===== config.mk =====
export PLATFORM = sky130hd
export DESIGN_NAME = ppmv_validator
export DESIGN_NICKNAME = d
export VERILOG_FILES = /design/src/rtl/ppmv_pkg.sv /design/src/rtl/ppmv_framer.sv /design/src/rtl/ppmv_repeat.sv /design/src/rtl/ppmv_validator.sv
export SDC_FILE = /design/constraint.sdc
export NUM_CORES = 1
export LEC_CHECK = 0
export BUFFER_PORTS_ARGS = -buffer_cell sky130_fd_sc_hd__buf_2
export CAP_MARGIN = 25
export CORE_ASPECT_RATIO = 0.8
export CORE_MARGIN = 1.5
export CORE_UTILIZATION = 55
export DETAILED_ROUTE_END_ITERATION = 6
export GPL_ROUTABILITY_DRIVEN = 0
export PLACE_DENSITY_LB_ADDON = 0.12
export RECOVER_POWER = 25
export SETUP_SLACK_MARGIN = 0.4
export SLEW_MARGIN = 10
export SYNTH_ARGS = -nofsm -noshare
export SYNTH_HDL_FRONTEND = slang
export SYNTH_HIERARCHICAL = 1
export SYNTH_SLANG_ARGS = --single-unit

===== constraint.sdc =====
create_clock -name clk -period 2.35 [get_ports clk]
set_input_delay 0.47 -clock clk [delete_from_list [all_inputs] [get_ports clk]]
set_output_delay 0.47 -clock clk [all_outputs]
set_load 0.05 [all_outputs]

===== src/rtl/ppmv_pkg.sv =====
package ppmv_pkg;

    // Symbol codes delivered by the interval classifier
    localparam logic [2:0] CODE_ZERO    = 3'd0;
    localparam logic [2:0] CODE_ONE     = 3'd1;
    localparam logic [2:0] CODE_GAP     = 3'd2;
    localparam logic [2:0] CODE_GUARD   = 3'd3;
    localparam logic [2:0] CODE_TIMEOUT = 3'd4;

    // Internal decoded symbol kind
    typedef enum logic [2:0] {
        KIND_NONE,
        KIND_BIT,
        KIND_GAP,
        KIND_GUARD,
        KIND_EXPIRE
    } sym_kind_e;

    // Events handed from the framer to the repeat checker
    typedef struct packed {
        logic close_ok;   // gap closed a frame of the right length
        logic reject;     // bad frame length or guard violation
        logic expire;     // transmission timed out
    } frame_ev_t;

    function automatic sym_kind_e decode_sym(input logic valid, input logic [2:0] code);
        sym_kind_e k;
        if (!valid) begin
            k = KIND_NONE;
        end else begin
            case (code)
                CODE_ZERO, CODE_ONE: k = KIND_BIT;
                CODE_GAP:            k = KIND_GAP;
                CODE_TIMEOUT:        k = KIND_EXPIRE;
                default:             k = KIND_GUARD;
            endcase
        end
        return k;
    endfunction

endpackage


===== src/rtl/ppmv_framer.sv =====
module ppmv_framer
    import ppmv_pkg::*;
#(
    parameter int WORD_BITS = 5
) (
    input  logic                 clk,
    input  logic                 rst,
    input  logic                 sym_valid,
    input  logic [2:0]           sym_code,
    output frame_ev_t            ev,
    output logic [WORD_BITS-1:0] frame_word
);
    localparam int CW = $clog2(WORD_BITS + 2);
    localparam logic [CW-1:0] CNT_FULL = CW'(WORD_BITS);
    localparam logic [CW-1:0] CNT_OVER = CW'(WORD_BITS + 1);

    sym_kind_e            kind;
    logic [CW-1:0]        bit_cnt;
    logic [WORD_BITS-1:0] shreg;

    assign kind = decode_sym(sym_valid, sym_code);

    always_ff @(posedge clk) begin
        if (rst) begin
            bit_cnt <= '0;
            shreg   <= '0;
        end else begin
            case (kind)
                KIND_BIT: begin
                    if (bit_cnt < CNT_FULL) begin
                        // newest bit enters at the top; the first bit ends at index 0
                        shreg   <= {sym_code[0], shreg[WORD_BITS-1:1]};
                        bit_cnt <= bit_cnt + 1'b1;
                    end else begin
                        bit_cnt <= CNT_OVER;
                    end
                end
                KIND_GAP, KIND_GUARD, KIND_EXPIRE: bit_cnt <= '0;
                default: ;
            endcase
        end
    end

    always_comb begin
        ev.close_ok = (kind == KIND_GAP) && (bit_cnt == CNT_FULL);
        ev.reject   = ((kind == KIND_GAP) && (bit_cnt != CNT_FULL)) || (kind == KIND_GUARD);
        ev.expire   = (kind == KIND_EXPIRE);
    end

    assign frame_word = shreg;

endmodule


===== src/rtl/ppmv_repeat.sv =====
module ppmv_repeat
    import ppmv_pkg::*;
#(
    parameter int WORD_BITS = 5
) (
    input  logic                 clk,
    input  logic                 rst,
    input  frame_ev_t            ev,
    input  logic [WORD_BITS-1:0] frame_word,
    output logic                 ready,
    output logic [WORD_BITS-1:0] acc_word,
    output logic                 new_pulse
);
    logic [WORD_BITS-1:0] prev_word;
    logic                 prev_ok;
    logic                 pair_match;
    logic                 same_as_acc;

    assign pair_match  = prev_ok && (frame_word == prev_word);
    assign same_as_acc = frame_word == acc_word;

    always_ff @(posedge clk) begin
        if (rst) begin
            prev_word <= '0;
            prev_ok   <= 1'b0;
            acc_word  <= '0;
            ready     <= 1'b0;
            new_pulse <= 1'b0;
        end else begin
            new_pulse <= 1'b0;
            if (ev.expire) begin
                ready   <= 1'b0;
                prev_ok <= 1'b0;
            end else if (ev.reject) begin
                prev_ok <= 1'b0;
            end else if (ev.close_ok) begin
                prev_word <= frame_word;
                prev_ok   <= 1'b1;
                if (pair_match && !(ready && same_as_acc)) begin
                    acc_word  <= frame_word;
                    ready     <= 1'b1;
                    new_pulse <= 1'b1;
                end else if (ready && !same_as_acc) begin
                    ready <= 1'b0;
                end
            end
        end
    end

endmodule


===== src/rtl/ppmv_validator.sv =====
module ppmv_validator
    import ppmv_pkg::*;
#(
    parameter int WORD_BITS = 5
) (
    input  logic                 clk,
    input  logic                 rst,
    input  logic                 sym_valid,
    input  logic [2:0]           sym_code,
    output logic                 word_ready,
    output logic [WORD_BITS-1:0] word_out,
    output logic                 word_new
);
    frame_ev_t            ev;
    logic [WORD_BITS-1:0] frame_word;

    ppmv_framer #(.WORD_BITS(WORD_BITS)) u_framer (
        .clk        (clk),
        .rst        (rst),
        .sym_valid  (sym_valid),
        .sym_code   (sym_code),
        .ev         (ev),
        .frame_word (frame_word)
    );

    ppmv_repeat #(.WORD_BITS(WORD_BITS)) u_repeat (
        .clk        (clk),
        .rst        (rst),
        .ev         (ev),
        .frame_word (frame_word),
        .ready      (word_ready),
        .acc_word   (word_out),
        .new_pulse  (word_new)
    );

endmodule


Word-level counts from Yosys, hierarchy flattened
Index checks and enable logic that the tools add are counted.

Add/sub/neg operators: 1. Order comparisons: 1. Equal/unequal tests: 11. Muxes and demuxes: 7. Bitwise logic cells: 3. Reduce and logical (&&, ||, !) cells: 21.

Operators with widths (count): $eq 5x5->1 (2); $eq 3x2->1 const B (3); $eq 3x3->1 const B (3); $pmux 3 s3 (1); $eq 3x1->1 const B (2); $logic_and 1x1->1 (6); $mux 3 (2); $pmux 3 s2 (1); $reduce_and 3->1 (2); $reduce_or 3->1 (2); $reduce_and 4->1 (1); $reduce_bool 2->1 (2); $reduce_or 2->1 (2); $reduce_or 4->1 (1); $add 3x1->3 const B (1); $logic_not 3->1 (1); $lt 3x3->1 const B (1); $mux 1 (3); $ne 3x3->1 const B (1); $not 1->1 (3); $logic_not 1->1 (2); $reduce_and 2->1 (1); $logic_or 1x1->1 (1).

Register bits: 21. Input port bits: 6. Output and inout port bits: 7. Word-level logic and storage cells: 51.

Logic depth before layout (Yosys ltp)
Depth after elaboration: 9. Depth in mapped cells: 9. Gate-level depth less buffers: 9.

Hierarchy
Netlist, hierarchy kept.

By module, submodules not included: ppmv_repeat (times used 1, cells each 67, area each 696.9 sq um); ppmv_framer (times used 1, cells each 43, area each 435.4 sq um).

Least setup slack after synthesis
No wires, ideal clock.

Path type: input -> register. Start point: input sym_valid. End point: register u_repeat.acc_word[0]. Arrival: 1998 ps. Setup slack: 281 ps. Stages on the path: 6. Path buffers: 1. Cell sequence: buf_2 and4bb_2 nor3b_4 nand4_4 a211oi_4 mux2i_1.

RTL lines: start: declaration (line ppmv_validator.sv:8) `input logic sym_valid,`; end signal: assignment (line ppmv_repeat.sv:40) `acc_word <= frame_word;`; end: declaration (line ppmv_repeat.sv:11) `output logic [WORD_BITS-1:0] acc_word,`.

==> run metrics <==
status finished clean; # DRC 0; drt via density roughly 5.4; Required @ worst endpoint between 2 and 3 ns; CTS H-tree depth 1; Post-Syn Nets approximately 120; # IOs 13; area of the mapped netlist approximately 0.0011 mm^2; Crit. End Element flop; die height 43.6 um; CTS max path bufs 2; CTS Buf Count 3; worst slew pin tran around 0.58 ns; Fin. Hold Viols 0; endpoints failing setup 0; largest cells by area after synthesis dfxtp_1 37%, mux2i_1 15%, nand2b_1 6.1%, xnor2_1 4.6%, or2b_1 4.0%; setup slack after layout roughly 0.38 ns; Tcrit/Tclk final 0.840; Routed wire per std cell about 13 um; DIE WIDTH 53.7 um; Tot GR Track Use 0.199; CP Max Fanout 4; Yosys cell types 35; top cells by count, synth 21 x dfxtp_1, 17 x mux2i_1, 11 x nand2b_1; grt ovf 0; min Tclk post-route 1.97 ns; first drt pass iteration count 4; number of diodes 0; Cell Rows 14; DIE AREA between 0.002 and 0.0025 mm^2; Net count, final 136; Worst-path clk slew about 0.12 ns; worst hold endpoint u_framer/frame_word[4]; reg2reg start u_framer/bit_cnt[0]; Avg Inst Size Synth ~10 um^2; RSZ-0062 raised after global routing yes; Setup TNS Final 0 ns; Initial Utilization 0.593; R2R depth 9; Post-synth top flop dfxtp_1; worst reg2reg path endpoint u_repeat/acc_word[2]; Final ANT Viol Nets 0; CTS sink count 21; top cell type's share of synthesized area 0.371; Synth Register Bits 21; Max Slew Vio Count 0; dpl hpwl 1350 um; total leakage power 0.466 nW; largest net degree at the start of global routing 29; r2r setup slk 0.38 ns; area added between synthesis and finish 13.5%; initial antenna violation count 0; min-delay worst type primary input to flop; Post-synth EDFFs 0; Setup WS pre-CTS 0.218 ns; hold path depth 3; Crit Path Category flop to flop; I/O Buffers 12; Synth Instances 110; CTS Hold Bufs 0; DP Cell Count ~140; worst path arrival time 2.21 ns; Core Footprint ~0.0019 mm^2; relative slew slack 0.613; post-synthesis sequential area ratio 0.371; Worst Skew around 0.009 ns; crit path launch type flop; global-route wire length before repair 3330 um; post-synth top area cell dfxtp_1; Starting DRT DRC Count 9; WL final ~2000 um; layout cells sized above 1 0.244; pwr/cell area approximately 450 mW/mm^2; via count 813; max cap viols 0; Post-synth ARST share 0; most common cell in the netlist dfxtp_1; number of global-route vias before repair between 700 and 800; final cell count without fillers 151; TritonCTS clock tree built; HP Start sym_code[0]; synth warn 6; later-pin clock latency in the skew report ~0.31 ns; Peak supply drop 326 uV; highest clock rate between 500 and 600 MHz; CTS root buf clkbuf_4
through the flow:
stage          total power [mW]  area, um^2  hold WS, ns  utilization
2_1_floorplan             0.398        1150        0.463            -
3_3_place_gp              0.405        1210        0.456        0.635
3_5_place_dp              0.406        1210        0.467        0.635
4_1_cts                   0.585        1260        0.442        0.660
5_1_grt                   0.608        1280        0.435        0.673
6_report                  0.577        1280        0.454        0.673
worst max-delay path by stage:
stage / startpoint / to / slack [ns] / depth (start not counted)
finish: u_framer/bit_cnt[0] / u_repeat/acc_word[2] / 0.38 / 9
global route: u_framer/bit_cnt[0] / u_repeat/acc_word[0] / 0.26 / 9
CTS: u_framer/bit_cnt[1] / u_repeat/acc_word[2] / 0.40 / 9
detailed placement: sym_code[2] / u_repeat/new_pulse / 0.22 / 8
global placement: sym_code[2] / u_repeat/new_pulse / 0.29 / 8
floorplan: sym_code[2] / u_repeat/acc_word[0] / 0.38 / 7
cell type report:
class                           count  area [um^2]
Clock buffer                        4         26.3
Fill cell                         155          624
Inverter                            1         3.75
Multi-Input combinational cell     84          699
Sequential cell                    21          424
Tap cell                           24         30.0
Timing Repair Buffer               17          101
worst max-delay path: stages, from the launching register on:
cell	delay, ns
dfxtp_1	0.44
ha_4	0.15
nand3b_1	0.11
a21oi_2	0.17
nor3b_2	0.08
nor3b_4	0.27
nand4_4	0.12
a211oi_4	0.24
buf_6	0.16
mux2i_1	0.17
layout by cell type (no fill, tap or decap), types with 2 or more instances in the layout:
master,synthesis,final
xor2_1,4,4
o21ai_0,1,2
buf_6,1,2
nand2b_1,11,11
o31ai_1,2,2
xnor2_1,6,6
mux2i_1,17,17
nand2_1,3,3
buf_2,1,12
dfxtp_1,21,20
clkbuf_1,0,2
a21oi_1,3,2
nand3_1,3,3
or2b_1,6,6
clkbuf_4,0,3
nor2_1,8,8
nand3b_1,2,2
buf_4,1,2
routing by layer:
layer,vias up,track usage,share of wire
li1,420,-,-
met1,380,0.266,0.51
met2,11,0.300,0.45
met3,2,0.0724,0.033
met4,0,0.0615,0.0064
met5,-,0,0
flip-flops by register name, indices dropped and copies added, names as in the netlist:
name / count
u_repeat/new_pulse: 1
u_repeat/ready: 1
u_framer/bit_cnt: 3
u_framer/frame_word: 5
u_repeat/prev_ok: 1
u_repeat/acc_word: 5
u_repeat/prev_word: 5
kinds of logic (layout without fill, tap and decap cells):
| logic type | after synthesis | after routing | share of synthesized area |
|---|---|---|---|
| buffers and inverters | 5 | 22 | 0.0276 |
| adder cells (fa/ha/maj) | 2 | 2 | 0.0221 |
| AND/OR/NAND/NOR | 44 | 44 | 0.273 |
| flip-flops | 21 | 21 | 0.371 |
| XOR/XNOR | 10 | 10 | 0.0773 |
| multiplexers | 17 | 17 | 0.150 |
| AO/OA/AOI/OAI | 11 | 11 | 0.0784 |
power breakdown:
group | switching (mW) | internal [mW] | total (mW)
clock | 0.112 | 0.0662 | 0.178
sequential | 0.00270 | 0.357 | 0.360
combinational | 0.0225 | 0.0168 | 0.0393
repair_timing:
item	in CTS	in global routing
endpoints found under the setup margin	4	6
gates resized for setup	2	8
setup buffers	2	2
pin swaps	2	4
No activity file was read; power rests on OpenSTA's default activity.
